### config.mk
export PLATFORM = sky130hd
export DESIGN_NAME = pipe_alu
export DESIGN_NICKNAME = d
export VERILOG_FILES = /design/src/rtl/pipe_alu_pkg.sv /design/src/rtl/pipe_alu_ctrl.sv /design/src/rtl/pipe_alu_dp.sv /design/src/rtl/pipe_alu.sv
export SDC_FILE = /design/constraint.sdc
export NUM_CORES = 1
export LEC_CHECK = 0
export ABC_AREA = 1
export ABC_CLOCK_PERIOD_IN_PS = 6500
export BUFFER_PORTS_ARGS = -buffer_cell sky130_fd_sc_hd__buf_2
export CAP_MARGIN = 20
export CORE_ASPECT_RATIO = 1.2
export CORE_MARGIN = 1.5
export CORE_UTILIZATION = 63
export DETAILED_ROUTE_END_ITERATION = 16
export HOLD_SLACK_MARGIN = 0.02
export PLACE_DENSITY = 0.82
export SLEW_MARGIN = 20
export SYNTH_ARGS = -nofsm -noshare
export SYNTH_HDL_FRONTEND = slang
export SYNTH_SLANG_ARGS = --single-unit
### constraint.sdc
create_clock -name clk -period 6.5 [get_ports clk]
set_clock_uncertainty 0.15 [all_clocks]
set_input_delay 0.975 -clock clk [delete_from_list [all_inputs] [get_ports clk]]
set_output_delay 0.975 -clock clk [all_outputs]
set_load 0.01 [all_outputs]
### src/rtl/pipe_alu_pkg.sv
package pipe_alu_pkg;

  typedef enum logic [3:0] {
    OP_ADD  = 4'd0,
    OP_INCA = 4'd1,
    OP_INCB = 4'd2,
    OP_SUB  = 4'd3,
    OP_CMP  = 4'd4,
    OP_ROL  = 4'd5,
    OP_ROR  = 4'd6,
    OP_CLRQ = 4'd7,
    OP_DECA = 4'd8,
    OP_DECB = 4'd9,
    OP_MUL  = 4'd10,
    OP_CPLA = 4'd11,
    OP_AND  = 4'd12,
    OP_OR   = 4'd13,
    OP_XOR  = 4'd14,
    OP_CPLB = 4'd15
  } aluOp_e;

  // strobes from the control stage to the datapath
  typedef struct packed {
    logic   valid;    // stage holds a live operation
    aluOp_e op;       // operation in stage two
    logic   wrY;      // result register is written
    logic   wrFlags;  // flags are written unconditionally
    logic   condClr;  // conditional clear on operand equality
    logic   arith;    // shared adder supplies the outcome
    logic   subMode;  // adder subtracts
    logic   pickB;    // adder left input is B instead of A
    logic   addOne;   // adder right input is the constant one
  } aluCtrl_t;

endpackage

### src/rtl/pipe_alu_ctrl.sv
module pipe_alu_ctrl
  import pipe_alu_pkg::*;
#(
  parameter int OPW = 4
) (
  input  logic           clk,
  input  logic           clr,
  input  logic [OPW-1:0] opIn,
  output aluCtrl_t       ctrl
);

  aluOp_e opQ;
  logic   validQ;

  always_ff @(posedge clk) begin
    if (clr) begin
      validQ <= 1'b0;
      opQ    <= OP_ADD;
    end else begin
      validQ <= 1'b1;
      opQ    <= aluOp_e'(opIn);
    end
  end

  always_comb begin
    ctrl         = '0;
    ctrl.valid   = validQ;
    ctrl.op      = opQ;
    ctrl.wrY     = 1'b1;
    ctrl.wrFlags = 1'b1;
    unique case (opQ)
      OP_ADD:  ctrl.arith = 1'b1;
      OP_INCA: begin ctrl.arith = 1'b1; ctrl.addOne = 1'b1; end
      OP_INCB: begin ctrl.arith = 1'b1; ctrl.addOne = 1'b1; ctrl.pickB = 1'b1; end
      OP_SUB:  begin ctrl.arith = 1'b1; ctrl.subMode = 1'b1; end
      OP_CMP:  begin ctrl.arith = 1'b1; ctrl.subMode = 1'b1; ctrl.wrY = 1'b0; end
      OP_DECA: begin ctrl.arith = 1'b1; ctrl.subMode = 1'b1; ctrl.addOne = 1'b1; end
      OP_DECB: begin
        ctrl.arith   = 1'b1;
        ctrl.subMode = 1'b1;
        ctrl.addOne  = 1'b1;
        ctrl.pickB   = 1'b1;
      end
      OP_CLRQ: begin
        ctrl.wrY     = 1'b0;
        ctrl.wrFlags = 1'b0;
        ctrl.condClr = 1'b1;
      end
      default: ;
    endcase
  end

  AST_CLR_DROPS_OP: assert property (@(posedge clk) clr |=> !ctrl.valid);

  AST_LIVE_AFTER_RUN: assert property (@(posedge clk) disable iff (clr)
    !clr |=> ctrl.valid);

endmodule

### src/rtl/pipe_alu_dp.sv
module pipe_alu_dp
  import pipe_alu_pkg::*;
#(
  parameter int DW = 8
) (
  input  logic          clk,
  input  logic          clr,
  input  logic [DW-1:0] aIn,
  input  logic [DW-1:0] bIn,
  input  aluCtrl_t      ctrl,
  output logic [DW-1:0] yOut,
  output logic          cOut,
  output logic          vOut,
  output logic          zOut
);

  localparam int SHW = $clog2(DW);
  localparam int PW  = 2 * DW;

  logic [DW-1:0] aQ, bQ;
  logic [DW-1:0] yQ;
  logic          cQ, vQ, zQ;

  // stage one: operand capture
  always_ff @(posedge clk) begin
    if (clr) begin
      aQ <= '0;
      bQ <= '0;
    end else begin
      aQ <= aIn;
      bQ <= bIn;
    end
  end

  // shared adder for add, subtract, compare, increment, decrement
  logic [DW-1:0] addL, addR, addend;
  logic [DW:0]   sum;
  logic          addCarry, addOvf;

  always_comb begin
    addL     = ctrl.pickB ? bQ : aQ;
    addR     = ctrl.addOne ? DW'(1) : bQ;
    addend   = ctrl.subMode ? ~addR : addR;
    sum      = {1'b0, addL} + {1'b0, addend} + {{DW{1'b0}}, ctrl.subMode};
    addCarry = ctrl.subMode ? ~sum[DW] : sum[DW];
    addOvf   = (addL[DW-1] == addend[DW-1]) && (sum[DW-1] != addL[DW-1]);
  end

  // multiplier
  logic [PW-1:0] prod;
  assign prod = aQ * bQ;

  // barrel rotators, one stage per bit of the distance
  logic [SHW-1:0] amt;
  logic [DW-1:0]  rolStage [SHW+1];
  logic [DW-1:0]  rorStage [SHW+1];

  assign amt         = bQ[SHW-1:0];
  assign rolStage[0] = aQ;
  assign rorStage[0] = aQ;

  for (genvar k = 0; k < SHW; k++) begin : g_rot
    localparam int K = 1 << k;
    assign rolStage[k+1] = amt[k] ?
      {rolStage[k][DW-1-K:0], rolStage[k][DW-1:DW-K]} : rolStage[k];
    assign rorStage[k+1] = amt[k] ?
      {rorStage[k][K-1:0], rorStage[k][DW-1:K]} : rorStage[k];
  end

  // outcome selection
  logic [DW-1:0] res;
  logic          cNext, vNext;

  always_comb begin
    res   = '0;
    cNext = 1'b0;
    vNext = 1'b0;
    if (ctrl.arith) begin
      res   = sum[DW-1:0];
      cNext = addCarry;
      vNext = addOvf;
    end else begin
      unique case (ctrl.op)
        OP_MUL: begin
          res   = prod[DW-1:0];
          cNext = |prod[PW-1:DW];
        end
        OP_ROL:  res = rolStage[SHW];
        OP_ROR:  res = rorStage[SHW];
        OP_AND:  res = aQ & bQ;
        OP_OR:   res = aQ | bQ;
        OP_XOR:  res = aQ ^ bQ;
        OP_CPLA: res = ~aQ;
        OP_CPLB: res = ~bQ;
        default: res = '0;
      endcase
    end
  end

  logic operandsEqual;
  assign operandsEqual = (aQ == bQ);

  // stage two: result and flag registers
  always_ff @(posedge clk) begin
    if (clr) begin
      yQ <= '0;
      cQ <= 1'b0;
      vQ <= 1'b0;
      zQ <= 1'b0;
    end else if (ctrl.valid) begin
      if (ctrl.wrY) yQ <= res;
      if (ctrl.wrFlags) begin
        cQ <= cNext;
        vQ <= vNext;
        zQ <= (res == '0);
      end
      if (ctrl.condClr && operandsEqual) begin
        yQ <= '0;
        cQ <= 1'b0;
        vQ <= 1'b0;
        zQ <= 1'b1;
      end
    end
  end

  assign yOut = yQ;
  assign cOut = cQ;
  assign vOut = vQ;
  assign zOut = zQ;

  AST_CLR_ZEROES_OUT: assert property (@(posedge clk)
    clr |=> (yQ == '0) && !cQ && !vQ && !zQ);

  AST_CMP_KEEPS_Y: assert property (@(posedge clk) disable iff (clr)
    (ctrl.valid && ctrl.op == OP_CMP) |=> $stable(yQ));

  AST_MUL_NO_OVF: assert property (@(posedge clk) disable iff (clr)
    (ctrl.valid && ctrl.op == OP_MUL) |=> !vQ);

  AST_LOGIC_NO_CV: assert property (@(posedge clk) disable iff (clr)
    (ctrl.valid && ctrl.op inside {OP_ROL, OP_ROR, OP_AND, OP_OR, OP_XOR, OP_CPLA, OP_CPLB})
    |=> !cQ && !vQ);

  AST_Z_TRACKS_Y: assert property (@(posedge clk) disable iff (clr)
    (ctrl.valid && ctrl.wrY) |=> (zQ == (yQ == '0)));

  AST_UNEQUAL_HOLDS: assert property (@(posedge clk) disable iff (clr)
    (ctrl.valid && ctrl.condClr && aQ != bQ) |=> $stable({yQ, cQ, vQ, zQ}));

  AST_EQUAL_CLEARS: assert property (@(posedge clk) disable iff (clr)
    (ctrl.valid && ctrl.condClr && aQ == bQ) |=> (yQ == '0) && zQ && !cQ && !vQ);

endmodule

### src/rtl/pipe_alu.sv
module pipe_alu
  import pipe_alu_pkg::*;
#(
  parameter int DW  = 8,
  parameter int OPW = 4
) (
  input  logic           clk,
  input  logic           clr,
  input  logic [DW-1:0]  opA,
  input  logic [DW-1:0]  opB,
  input  logic [OPW-1:0] opSel,
  output logic [DW-1:0]  result,
  output logic           carry,
  output logic           overflow,
  output logic           zero
);

  aluCtrl_t ctrl;

  pipe_alu_ctrl #(.OPW(OPW)) i_ctrl (
    .clk  (clk),
    .clr  (clr),
    .opIn (opSel),
    .ctrl (ctrl)
  );

  pipe_alu_dp #(.DW(DW)) i_dp (
    .clk  (clk),
    .clr  (clr),
    .aIn  (opA),
    .bIn  (opB),
    .ctrl (ctrl),
    .yOut (result),
    .cOut (carry),
    .vOut (overflow),
    .zOut (zero)
  );

endmodule

=== Word level (Yosys, flattened, before mapping) ===
Index checks and enable logic that the tools add are counted.

* Flip-flop bits (word level): 32
* Bits in latches: 0
* Bits in writable memories: 0
* Memory bits (read-only): 0
* Input port bits: 22
* Word-level logic and storage cells: 79
* Memories: 0

* $add $sub $neg: 2
* Multiply operators: 1
* Divide/modulo/power cells: 0
* Order comparisons: 0
* Equality and inequality tests: 19
* Shift operators: 0
* Muxes and demuxes: 29
* Bitwise operators: 7
* Reduce and logical (&&, ||, !) cells: 13

{| class="wikitable"
|+ Operators with widths
! operator !! number
|-
| $mux W8 || 12
|-
| $pmux W8 S8 || 1
|-
| $eq A4 B4 Y1 const B || 8
|-
| $not A8 Y8 || 3
|-
| $eq A4 B3 Y1 const B || 4
|-
| $mul A8 B8 Y16 || 1
|-
| $mux W1 || 15
|-
| $add A8 B8 Y9 || 1
|-
| $add A9 B1 Y9 || 1
|-
| $and A8 B8 Y8 || 1
|-
| $eq A4 B2 Y1 const B || 2
|-
| $eq A8 B8 Y1 || 1
|-
| $logic_not A8 Y1 || 1
|-
| $or A8 B8 Y8 || 1
|-
| $reduce_or A4 Y1 || 2
|-
| $reduce_or A8 Y1 || 1
|-
| $xor A8 B8 Y8 || 1
|-
| $reduce_or A7 Y1 || 1
|-
| $eq A4 B1 Y1 const B || 1
|-
| $logic_not A4 Y1 || 1
|-
| $reduce_and A2 Y1 || 2
|-
| $reduce_or A2 Y1 || 2
|-
| $logic_and A1 B1 Y1 || 2
|-
| $mux W2 || 1
|-
| other kinds (5) || 5
|}

=== Logic depth before layout (Yosys ltp) ===
Gate-level depths: netlist of the first run.

* Word-level depth: 13
* Gate-level depth with buffers: 28
* Mapped depth without buffers: 26

=== Cells and area by module ===
Synthesis of the first run repeated with hierarchy kept, for this count alone.

* Cell total of the unflattened synthesis: 915
* Area, all modules: 5529.1 µm²

{| class="wikitable"
|+ By module, submodules not included
! module !! times used !! cells an instance !! area an instance (µm²) !! sequential area each (µm²)
|-
| pipe_alu_dp || 1 || 880 || 5305.1 || 540.5
|-
| pipe_alu_ctrl || 1 || 35 || 224.0 || 100.1
|}

=== Worst setup path before layout of the first run ===
No wires, ideal clock.

* Kind: register to register
* From: reg i_dp.bQ[2]
* To: reg i_dp.cQ, in the netlist i_dp.cOut
* Setup time: 0.132 ns
* Arrival time: 4.324 ns
* Path slack: 1.894 ns
* Cell stages (with the launch flop): 23
* Period minus slack after synthesis: 4.606 ns
* Path through: dfxtp_1 > buf_2 > clkbuf_1 > buf_2 > nand2_1 > fa_1 > fa_1 > fa_1 > fa_1 > inv_1 > ha_1 > a21oi_1 > inv_1 > o21ai_0 > nand3_1 > nand2_1 > nand2_1 > nor2_1 > nand3_1 > nand2_1 > nand2_1 > nand2_1 > a21oi_1

* Cells in the longest elaborated chain, start to end: 10

{| class="wikitable"
|+ RTL lines
! what !! RTL line !! source
|-
| start, declared || pipe_alu_dp.sv:20 || <nowiki>logic [DW-1:0] aQ, bQ;</nowiki>
|-
| start signal, assigned || pipe_alu_dp.sv:31 || <nowiki>bQ <= bIn;</nowiki>
|-
| $mux W8 || pipe_alu_dp.sv:42 || <nowiki>addR = ctrl.addOne ? DW'(1) : bQ;</nowiki>
|-
| $not A8 Y8 || pipe_alu_dp.sv:43 || <nowiki>addend = ctrl.subMode ? ~addR : addR;</nowiki>
|-
| $mux W8 || pipe_alu_dp.sv:43 ||
|-
| $add A8 B8 Y9 || pipe_alu_dp.sv:44 || <nowiki>sum = {1'b0, addL} + {1'b0, addend} + {{DW{1'b0}}, ctrl.subMode};</nowiki>
|-
| $add A9 B1 Y9 || pipe_alu_dp.sv:44 ||
|-
| $not A1 Y1 || pipe_alu_dp.sv:45 || <nowiki>addCarry = ctrl.subMode ? ~sum[DW] : sum[DW];</nowiki>
|-
| $mux W1 || pipe_alu_dp.sv:45 ||
|-
| $mux W1 || pipe_alu_dp.sv:78 || <nowiki>if (ctrl.arith) begin</nowiki>
|-
| $mux W1 || pipe_alu_dp.sv:112 || <nowiki>if (ctrl.wrFlags) begin</nowiki>
|-
| $mux W1 || pipe_alu_dp.sv:117 || <nowiki>if (ctrl.condClr && operandsEqual) begin</nowiki>
|-
| end signal, assigned || pipe_alu_dp.sv:113 || <nowiki>cQ <= cNext;</nowiki>
|-
| end, declared || pipe_alu_dp.sv:22 || <nowiki>logic cQ, vQ, zQ;</nowiki>
|}

Several ways; a longest one is shown, not always the timed one. The select of a mux whose other input is x is not followed.
A chain may end at the register's enable or synchronous reset.

=== Final worst setup path of the first run ===
* From: reg i_dp.bQ[3]
* To: reg i_dp.zQ, in the netlist i_dp.zOut

* Cells in the longest elaborated chain, start to end: 9

{| class="wikitable"
|+ RTL lines
! what !! RTL line !! source
|-
| branches (longest 9 deep; another with $mul A8 B8 Y16) || n/a ||
|-
| end signal, assigned || pipe_alu_dp.sv:115 || <nowiki>zQ <= (res == '0);</nowiki>
|-
| end, declared || pipe_alu_dp.sv:22 ||
|}

Several ways; the timed one is not identified. The select of a mux whose other input is x is not followed.

==> results.json, run 1 <==
{
  "critPathLaunchType": "flip-flop",
  "synth-simple-area-share_pct": 35.39,
  "avgSynthCellArea_um2": 6.169,
  "synth_xor_area_share_pct": 1.668,
  "gp_congestion": 1.017,
  "antenna_found_initial": 0,
  "dp_hpwl_mm": 11.85,
  "cts_root_buffer": "clkbuf_8",
  "synth-edff-count": 0,
  "ctsLongestPathBuffers": 2,
  "portBuffers": 32,
  "register_area_um2": 640.6,
  "core_area_mm2": 0.008108,
  "post_cts_resize_count": 0,
  "min_path_type": "reg -> reg",
  "ir_drop_v": 0.0002029,
  "p_switching_mw": 0.3027,
  "hold_violations": 0,
  "synth.net_count": 969,
  "p_int_mw": 0.4408,
  "synthToLayoutAreaGrowth_pct": 5.386,
  "vias": 5297,
  "switching_share_pct": 40.71,
  "synthAdderAreaFrac_pct": 28.17,
  "nFillCells": 762,
  "fin_crit_sh_pct": 74.05,
  "clk_pin_slew_ns": 0.07,
  "rsz0062_at_grt": "false",
  "critPathCaptureType": "flip-flop",
  "max_freq_ghz": 0.2078,
  "synth.area.mux_share_pct": 0,
  "via_per_inst": 5.518,
  "drtIter0Drc": 423,
  "grt_pass1_wl_mm": 23.58,
  "route.detailed.drc": 0,
  "synth.largest_area_cell": "nand2_1",
  "h-tree-depth": 2,
  "grt_overflow": 0,
  "drv_slew": 0,
  "synth_cells": 851,
  "async_flop_share_pct": 0,
  "routed_wl_mm": 14.53,
  "drive_gt1_share_pct": 7.399,
  "post-route-min-period_ns": 4.813,
  "yosysTopAreaCellShare_pct": 17.02,
  "multiInputGateArea_mm2": 0.003834,
  "die_area_mm2": 0.008893,
  "combPwrFrac_pct": 42.4,
  "status": "finished clean",
  "postRouteAntennaNets": 0,
  "cts_sinks": 32,
  "power.density_mw_per_mm2": 134.4,
  "grt_max_degree": 32,
  "n_antenna_cell": 0,
  "firstDrtPassIters": 7,
  "routedWlPerCell_um": 15.13,
  "ios": 33,
  "synth_compound_area_share_pct": 7.793,
  "post_cts_buffers": 0,
  "crit_fanout": 11,
  "grt.total_usage_pct": 34.31,
  "crit_required_ns": 6.58,
  "max-cap-violations": 0,
  "pwr-share-seq_pct": 31.7,
  "finish.utilization_pct": 68.24,
  "power.share.clock_pct": 25.9,
  "crit_arrival_ns": 4.90,
  "grt_pass1_vias": 5163,
  "start_util_pct": 64.75,
  "cts_buffers": 5,
  "clk_latency_ns": 0.30,
  "yosysSeqAreaShare_pct": 12.20,
  "die_h_um": 103,
  "worstMarginPinSlew_ns": 0.9107,
  "finalNetCount": 982,
  "chipWidth_um": 86.34,
  "synth_top_family_by_area": "simple AND/OR/NAND/NOR gates",
  "setup_violations": 0,
  "syn-cell-area_mm2": 0.005250,
  "crit_type": "reg -> reg",
  "yosys_warnings": 0,
  "setup_tns_ns": 0,
  "cts_tree": "built",
  "synth.distinct_cells": 38,
  "p_leak_nw": 3.230,
  "core.rowCount": 36,
  "cts_hold_buffers": 0,
  "max-slew-margin-rel_pct": 39.06,
  "ys_top_cells_by_area": "nand2_1 (17%), fa_1 (14%), ha_1 (14%)",
  "synth_seq_cells": 32,
  "ys.flop_type": "dfxtp_1"
}
==> per-stage QoR <==
step           std cells  setup slack (ns)  area, µm²  hold slack (ns)  power (mW)
2_1_floorplan        851             1.894       5250           0.3356      0.4723
3_3_place_gp         952             1.834       5421           0.2955      0.5412
3_5_place_dp         952             1.777       5421           0.3048      0.5504
4_1_cts              960             1.756       5533           0.3139      0.7427
5_1_grt              960             1.422       5533           0.3390      0.8024
6_report             960             1.687       5533           0.3099      0.7435
==> layer usage <==
layer | part of all wire (%) | GRT usage, % | up-vias
li1 | - | - | 2646
met1 | 41 | 37.66 | 2433
met2 | 51 | 65.26 | 166
met3 | 3.9 | 3.683 | 52
met4 | 4.2 | 17.00 | 0
met5 | 0 | 0 | -
==> worst paths after layout <==
path,startpoint,end,slack (ns),depth (start not counted)
max reg2reg,i_dp.bQ[3],i_dp.zOut,1.69,20
max,i_dp.bQ[3],i_dp.zOut,1.69,20
min,i_dp.yOut[4],i_dp.yOut[4],0.31,2
min reg2reg,i_dp.yOut[4],i_dp.yOut[4],0.31,2
==> cell families after synthesis <==
logic type	count (synthesis)
compound gates	74
simple gates	436
xor+xnor	10
buf+inv	203
fa+ha+maj	96
flops	32
==> synthesized netlist by cell type, types with 3 or more instances <==
cell type / number
ha_1: 59
clkbuf_1: 16
xnor2_1: 8
nand3_1: 88
buf_2: 11
nor2_2: 6
nand4_1: 9
dfxtp_1: 32
nand2_1: 238
nand2_2: 7
fa_1: 37
o21ai_0: 26
nand3_2: 3
nor2_1: 73
a21oi_1: 29
o22ai_1: 4
nor3_1: 4
inv_1: 173
==> final cells by class <==
class / instances / share of cell area, %
Clock buffer: 5 / 1.244
Clock inverter: 3 / 0.7689
Inverter: 176 / 11.94
Multi-Input combinational cell: 616 / 69.29
Sequential cell: 32 / 11.58
Tap cell: 95 / 2.148
Timing Repair Buffer: 33 / 3.030
==> critical path: stages, from the launching register on <==
cell and delay (ns):
dfxtp_1 0.65, ha_1 0.26, inv_1 0.06, fa_1 0.50, inv_1 0.04, ha_1 0.28, inv_1 0.07, fa_1 0.44
fa_1 0.50, inv_1 0.04, ha_1 0.31, a21oi_1 0.19, nand2_1 0.13, or2_2 0.29, nand3_1 0.10, o21ai_0 0.11
nor2_1 0.18, nand2_1 0.10, nor2_1 0.09, nand3_1 0.11, a21oi_2 0.12
==> sequential cells by signal, indices dropped and copies added, names as in the netlist <==
name / count
i_dp.cOut: 1
i_ctrl.validQ: 1
i_dp.zOut: 1
i_dp.yOut: 8
i_dp.vOut: 1
i_ctrl.opQ: 4
i_dp.bQ: 8
i_dp.aQ: 8
==> cells in the final DEF, fill, tap and decap left out, types with 2 or more instances in the layout <==
| cell | n |
|---|---|
| inv_2 | 2 |
| a31oi_1 | 2 |
| a21oi_1 | 29 |
| buf_2 | 32 |
| clkbuf_8 | 5 |
| xor2_1 | 2 |
| nand2_1 | 238 |
| nor3_1 | 4 |
| nand2_2 | 7 |
| xnor2_1 | 8 |
| dfxtp_1 | 32 |
| o21ai_1 | 2 |
| a21o_1 | 2 |
| nand3_1 | 88 |
| ha_1 | 59 |
| inv_1 | 173 |
| a21oi_2 | 2 |
| nand3b_1 | 2 |
| nor2_1 | 73 |
| o22ai_1 | 4 |
| fa_1 | 37 |
| nand4_1 | 9 |
| nand3_2 | 3 |
| o21ai_0 | 26 |
| nor2_4 | 2 |
| nor2_2 | 6 |
==> power groups by stage <==
stage | registers [mW] | logic, mW | clock network (mW)
after floorplan | 0.225 | 0.247 | 0
after global placement | 0.239 | 0.303 | 0
after detailed placement | 0.239 | 0.311 | 0
after CTS | 0.235 | 0.313 | 0.194
after global routing | 0.238 | 0.362 | 0.202
final | 0.236 | 0.315 | 0.192
(Power assumes the default switching activity.)
==> run 2, diff against run 1 <==
Settings changed: ABC_CLOCK_PERIOD_IN_PS 6500 to 4200, CORE_UTILIZATION 63 to 57, PLACE_DENSITY 0.82 to 0.79.
Clock period 6.5 ns to 4.2 ns, I/O delays scaled along.
==> run 2 against run 1 <==
The run now ends with negative setup slack left. Sequential cell count stayed put. First-iteration DRC count is 1.4% lower. Combinational power is 110% higher. Routed wire length is 9.3% higher. Clock power is 55% higher. Critical endpoint is now i_dp.cOut. Setup slack worse by 1.9 ns. Fmax is 10% higher. Final area is 17% higher. Via count is 8.4% higher. Largest cell class unchanged.
==> results.json, run 2 (synthesized netlist as in run 1, its figures left out) <==
{
  "route.detailed.drc": 0,
  "vias": 5744,
  "grt_pass1_vias": 5631,
  "register_area_um2": 669.4,
  "portBuffers": 32,
  "dr_wl_met3_um": 812,
  "start_util_pct": 58.42,
  "crit_required_ns": 4.21,
  "grt.total_usage_pct": 32.52,
  "violations": "negative setup slack",
  "timing.hold.ws_ns": 0.3147,
  "clk_latency_ns": 0.29,
  "status": "finished, violations left",
  "dp_hpwl_mm": 12.66,
  "grt_pass1_wl_mm": 25.43,
  "worstMarginPinSlew_ns": 0.5359,
  "nFillCells": 751,
  "gp_congestion": 1.011,
  "antenna_found_initial": 0,
  "layout_commonest_cell": "nand2_1",
  "die_h_um": 108.1,
  "max-slew-margin-rel_pct": 64.14,
  "critPathLaunchType": "flip-flop",
  "via_per_inst": 5.450,
  "cts_tree": "built",
  "max-cap-violations": 0,
  "dp.cells": 1035,
  "crit_arrival_ns": 4.38,
  "slowest_delay_ns": 0.56,
  "crit_slowest_cell": "fa_1",
  "rsz0062_at_grt": "true",
  "drtIter0Drc": 417,
  "critPathCaptureType": "flip-flop",
  "h-tree-depth": 2,
  "crit_buf_inv": 3,
  "setup_slack_ns": -0.1663,
  "setup_tns_ns": -0.3167,
  "n_antenna_cell": 0,
  "routedWlPerCell_um": 15.07,
  "synthToLayoutAreaGrowth_pct": 23.33,
  "chipWidth_um": 90.61,
  "setup_violations": 3,
  "crit_type": "reg -> reg",
  "max_freq_ghz": 0.2290,
  "finalNetCount": 1051,
  "cts_root_buffer": "clkbuf_8",
  "drv_slew": 0,
  "drive_gt1_share_pct": 21.95,
  "path_cells": "buf_6, buf_4, nand2_1, fa_1, fa_1, fa_1, fa_1, inv_2, ha_4, nand2_4, nor2_2, nand2_1, nand2_2, nand2_2, nand3_2, nand2_2, nor2_4, nand3_2, nand2_2, nand2_1, nand2_1, a21oi_1",
  "clk_pin_slew_ns": 0.07,
  "routed_wl_mm": 15.88,
  "post-route-min-period_ns": 4.366,
  "regToRegSetupSlack_ns": -0.17,
  "cts_hold_buffers": 0,
  "grt_max_degree": 32,
  "multiInputGateArea_mm2": 0.004168,
  "crit_fanout": 5,
  "postRouteAntennaNets": 0,
  "firstDrtPassIters": 5,
  "ctsLongestPathBuffers": 2,
  "met2_length_mm": 8.319,
  "min_path_type": "reg -> reg",
  "ir_drop_v": 0.0002773,
  "wl_met1_mm": 5.920,
  "final_cells": 1054,
  "hold_violations": 0,
  "critPathTopFamily": "adder cells",
  "ios": 33,
  "cts_buffers": 5,
  "core_area_mm2": 0.008986,
  "total_power_mw": 1.306,
  "top_layer": "met4",
  "power.density_mw_per_mm2": 201.7,
  "grt_overflow": 0,
  "layout_common_cells": "nand2_1 (223), inv_1 (162), nand3_1 (83)",
  "cts_sinks": 32,
  "die_area_mm2": 0.009798,
  "core.rowCount": 38,
  "fin_crit_sh_pct": 104.0,
  "p_leak_nw": 3.640
}
[run 2: changes by cell type in the layout (fill, tap and decap cells not counted), moves of 10 or more]
cell and change:
buf_4 +64, ha_1 -11, ha_4 +11, inv_1 -11, inv_2 +10, nand2_1 -15
[run 2: per-layer routing]
metal	GRT usage, %	up-vias
met2	63.32	225
met3	2.813	58
met4	18.59	0
li1	-	2784
met1	34.02	2677
met5	0	-
[run 2: worst min-delay path: cells and delay by family, from the launching register on]
family,cells,cell delay (ns)
flip-flops,1,0.31
AO/OA/AOI/OAI,1,0.05
AND/OR/NAND/NOR,1,0.06
[run 2: power breakdown]
| group | leakage [nW] | internal (mW) | switching (mW) |
|---|---|---|---|
| clock network | 0.0541 | 0.175 | 0.123 |
| logic | 3.32 | 0.276 | 0.384 |
| registers | 0.270 | 0.324 | 0.0246 |
[run 2: per-stage QoR]
| stage | worst slack, ns | instance area (µm²) | utilization [%] |
|---|---|---|---|
| final | -0.1663 | 6475 | 72.06 |
| after global routing | -0.3183 | 6475 | 72.06 |
| after CTS | -0.05006 | 6289 | 69.98 |
| after detailed placement | -0.4249 | 5942 | 66.12 |
| after global placement | -0.4343 | 5942 | 66.12 |
| after floorplan | -0.03337 | 5319 | - |
[run 2: area by class of cell]
| class | instances | area share [%] |
|---|---|---|
| clock buffers | 5 | 1.063 |
| clock inverters | 3 | 0.6570 |
| repair buffers | 102 | 11.01 |
| well taps | 120 | 2.319 |
| flip-flops and latches | 32 | 10.34 |
| inverters | 176 | 10.24 |
| multi-input cells | 616 | 64.37 |
[run 2: path summary, 6_finish.rpt]
path                 from           end  cells after the start
max reg2reg    i_dp.bQ[4]     i_dp.cOut                     22
min reg2reg  i_dp.yOut[1]  i_dp.yOut[1]                      2
max            i_dp.bQ[4]     i_dp.cOut                     22
min          i_dp.yOut[1]  i_dp.yOut[1]                      2
[run 2: what timing repair did]
item / CTS / global route
buffers inserted: 4 / 7
resized for setup: 57 / 42
pin swaps: 39 / 41
setup endpoints to repair: 4 / 4
==> run 3, diff against run 2 <==
Settings changed: CELL_PAD_IN_SITES_DETAIL_PLACEMENT set to 1, CELL_PAD_IN_SITES_GLOBAL_PLACEMENT set to 2, CORE_UTILIZATION 57 to 31, PLACE_DENSITY 0.79 to 0.85, REMOVE_ABC_BUFFERS set to 1.
==> run 3 against run 2 <==
The run still ends with negative setup slack left. Sequential power is essentially flat. Combinational power shrank 2%. Clock power grew 28%. Final cell count grew 8.4%. First-iteration DRC count shrank 35%. Register-to-register slack gained 0.05 ns. Non-clock buffer count shrank 3. Utilization shrank 32 points. Largest cell class unchanged. Largest power group unchanged. Highest routed layer unchanged.
==> results.json, run 3 (synthesized netlist as in run 1, its figures left out) <==
{
  "crit_arrival_ns": 4.31,
  "setup_violations": 1,
  "slowest_delay_ns": 0.55,
  "grt_max_degree": 32,
  "cts_root_buffer": "clkbuf_16",
  "final_area_mm2": 0.006553,
  "violations": "negative setup slack",
  "critPathLaunchType": "flip-flop",
  "min_path_cells": 2,
  "dpl_worst_slack_ns": -0.4132,
  "firstDrtPassIters": 4,
  "via_per_inst": 4.836,
  "cts_sinks": 32,
  "layout_common_cells": "nand2_1 (226), inv_1 (165), nand3_1 (82)",
  "final_cells": 1143,
  "dp.cells": 1133,
  "timing.hold.ws_ns": 0.3088,
  "clk_latency_ns": 0.29,
  "min_path_type": "reg -> reg",
  "drtIter0Drc": 271,
  "core.rowCount": 51,
  "reg2regPathDepth": 21,
  "core_area_mm2": 0.01640,
  "worstHoldStart": "i_dp.yOut[4]",
  "vias": 5527,
  "grt.busiest_layer": "met2",
  "finish.utilization_pct": 39.96,
  "cts_tree": "built",
  "route.detailed.drc": 0,
  "power.density_mw_per_mm2": 210.3,
  "grt_pass1_wl_mm": 28.81,
  "synthToLayoutAreaGrowth_pct": 24.81,
  "routed_wl_mm": 17.36,
  "hold_violations": 0,
  "nFillCells": 2137,
  "dp_hpwl_mm": 14.44,
  "gp_congestion": 0.8789,
  "layout_commonest_cell": "nand2_1",
  "drive_gt1_share_pct": 21.27,
  "start_util_pct": 32.01,
  "cts_buffers": 5,
  "crit_slowest_cell": "fa_1",
  "worstMarginPinSlew_ns": 0.6607,
  "status": "finished, violations left",
  "grtUsageMet1_pct": 27.36,
  "rsz0062_at_grt": "true",
  "max_freq_ghz": 0.2317,
  "routedWlPerCell_um": 15.19,
  "critPathTopFamily": "adder cells",
  "grt_pass1_vias": 5738,
  "ctsLongestPathBuffers": 2,
  "regToRegSetupSlack_ns": -0.12,
  "chipWidth_um": 121.8,
  "postRouteAntennaNets": 0,
  "die_area_mm2": 0.01773,
  "max-slew-margin-rel_pct": 55.96,
  "cpMostUsedCell": "nand2_1",
  "ir_drop_v": 0.0001157,
  "critPathCaptureType": "flip-flop",
  "fin_crit_sh_pct": 102.7,
  "holdPathEnd": "i_dp.yOut[4]",
  "die_h_um": 145.6,
  "portBuffers": 32,
  "h-tree-depth": 2,
  "ios": 33,
  "placed_cell_area_mm2": 0.006061,
  "antenna_found_initial": 0,
  "cts_hold_buffers": 0,
  "crit_type": "reg -> reg",
  "max-cap-violations": 0,
  "p_leak_nw": 3.595,
  "crit_required_ns": 4.20,
  "setup_slack_ns": -0.1150,
  "r2r_end": "i_dp.cOut",
  "grt_overflow": 0,
  "crit_buf_inv": 2,
  "clk_pin_slew_ns": 0.06,
  "grt.total_usage_pct": 20.43,
  "met3_usage_pct": 2.351,
  "crit_fanout": 4,
  "rr_startpoint": "i_dp.aQ[3]",
  "met2_usage_pct": 34.21,
  "path_cells": "buf_4, nand2_1, fa_1, fa_2, fa_1, fa_1, inv_2, ha_4, nand2_2, nor2_2, nand2_2, nand2_2, nand2_1, nand3_1, nand2_1, nor2_1, nand3_2, nand2_1, nand2_1, nand2_1, a21oi_1",
  "n_antenna_cell": 0,
  "post-route-min-period_ns": 4.315,
  "finalNetCount": 1048,
  "drv_slew": 0
}
-- run 3: what timing repair did --
action,CTS,global route
endpoints found under the setup margin,4,4
resized for setup,68,22
setup buffers,2,0
pin swaps,34,15
-- run 3: power breakdown --
| part | switching [mW] | leakage, nW | internal, mW | total (mW) |
|---|---|---|---|---|
| clock | 0.160 | 0.0660 | 0.221 | 0.381 |
| sequential | 0.0235 | 0.271 | 0.325 | 0.348 |
| combinational | 0.380 | 3.26 | 0.269 | 0.649 |
-- run 3: worst reg2reg max path: cells and delay by family, from the launching register on --
kind | cells | cell delay, ns
compound gates | 1 | 0.06
fa+ha+maj | 5 | 2.36
buf+inv | 2 | 0.19
flops | 1 | 0.36
simple gates | 13 | 1.08
-- run 3: cell type report --
class | count | area, µm² | area share (%)
clock buffers | 5 | 125.1 | 1.909
clock inverters | 3 | 23.77 | 0.3628
inverters | 176 | 660.6 | 10.08
multi-input cells | 616 | 4111 | 62.75
flip-flops and latches | 32 | 671.9 | 10.25
well taps | 212 | 265.3 | 4.048
repair buffers | 99 | 694.4 | 10.60
-- run 3: metrics by stage --
stage | power, mW | setup TNS, ns
2_1_floorplan | 0.7194 | -0.4271
3_3_place_gp | 0.9237 | -0.8411
3_5_place_dp | 0.9353 | -1.053
4_1_cts | 1.378 | -0.1227
5_1_grt | 1.489 | -0.5613
6_report | 1.378 | -0.1150
-- run 3: how the worst max path moves through the flow --
| stage | endpoint | startpoint | slack (ns) | depth (start not counted) |
|---|---|---|---|---|
| final | i_dp.cOut | i_dp.aQ[3] | -0.12 | 21 |
| after global routing | i_dp.cOut | i_dp.aQ[3] | -0.31 | 20 |
| after CTS | i_dp.cOut | i_dp.aQ[4] | -0.12 | 20 |
| after detailed placement | i_dp.cOut | i_dp.bQ[2] | -0.41 | 20 |
| after global placement | i_dp.cOut | i_dp.aQ[4] | -0.35 | 22 |
| after floorplan | i_dp.cOut | i_dp.bQ[2] | -0.20 | 19 |
-- run 3: layer usage --
layer	part of all wire (%)	up-vias
met3	2.6	29
met4	2.7	0
met2	48	73
met5	0	-
met1	46	2645
li1	-	2780
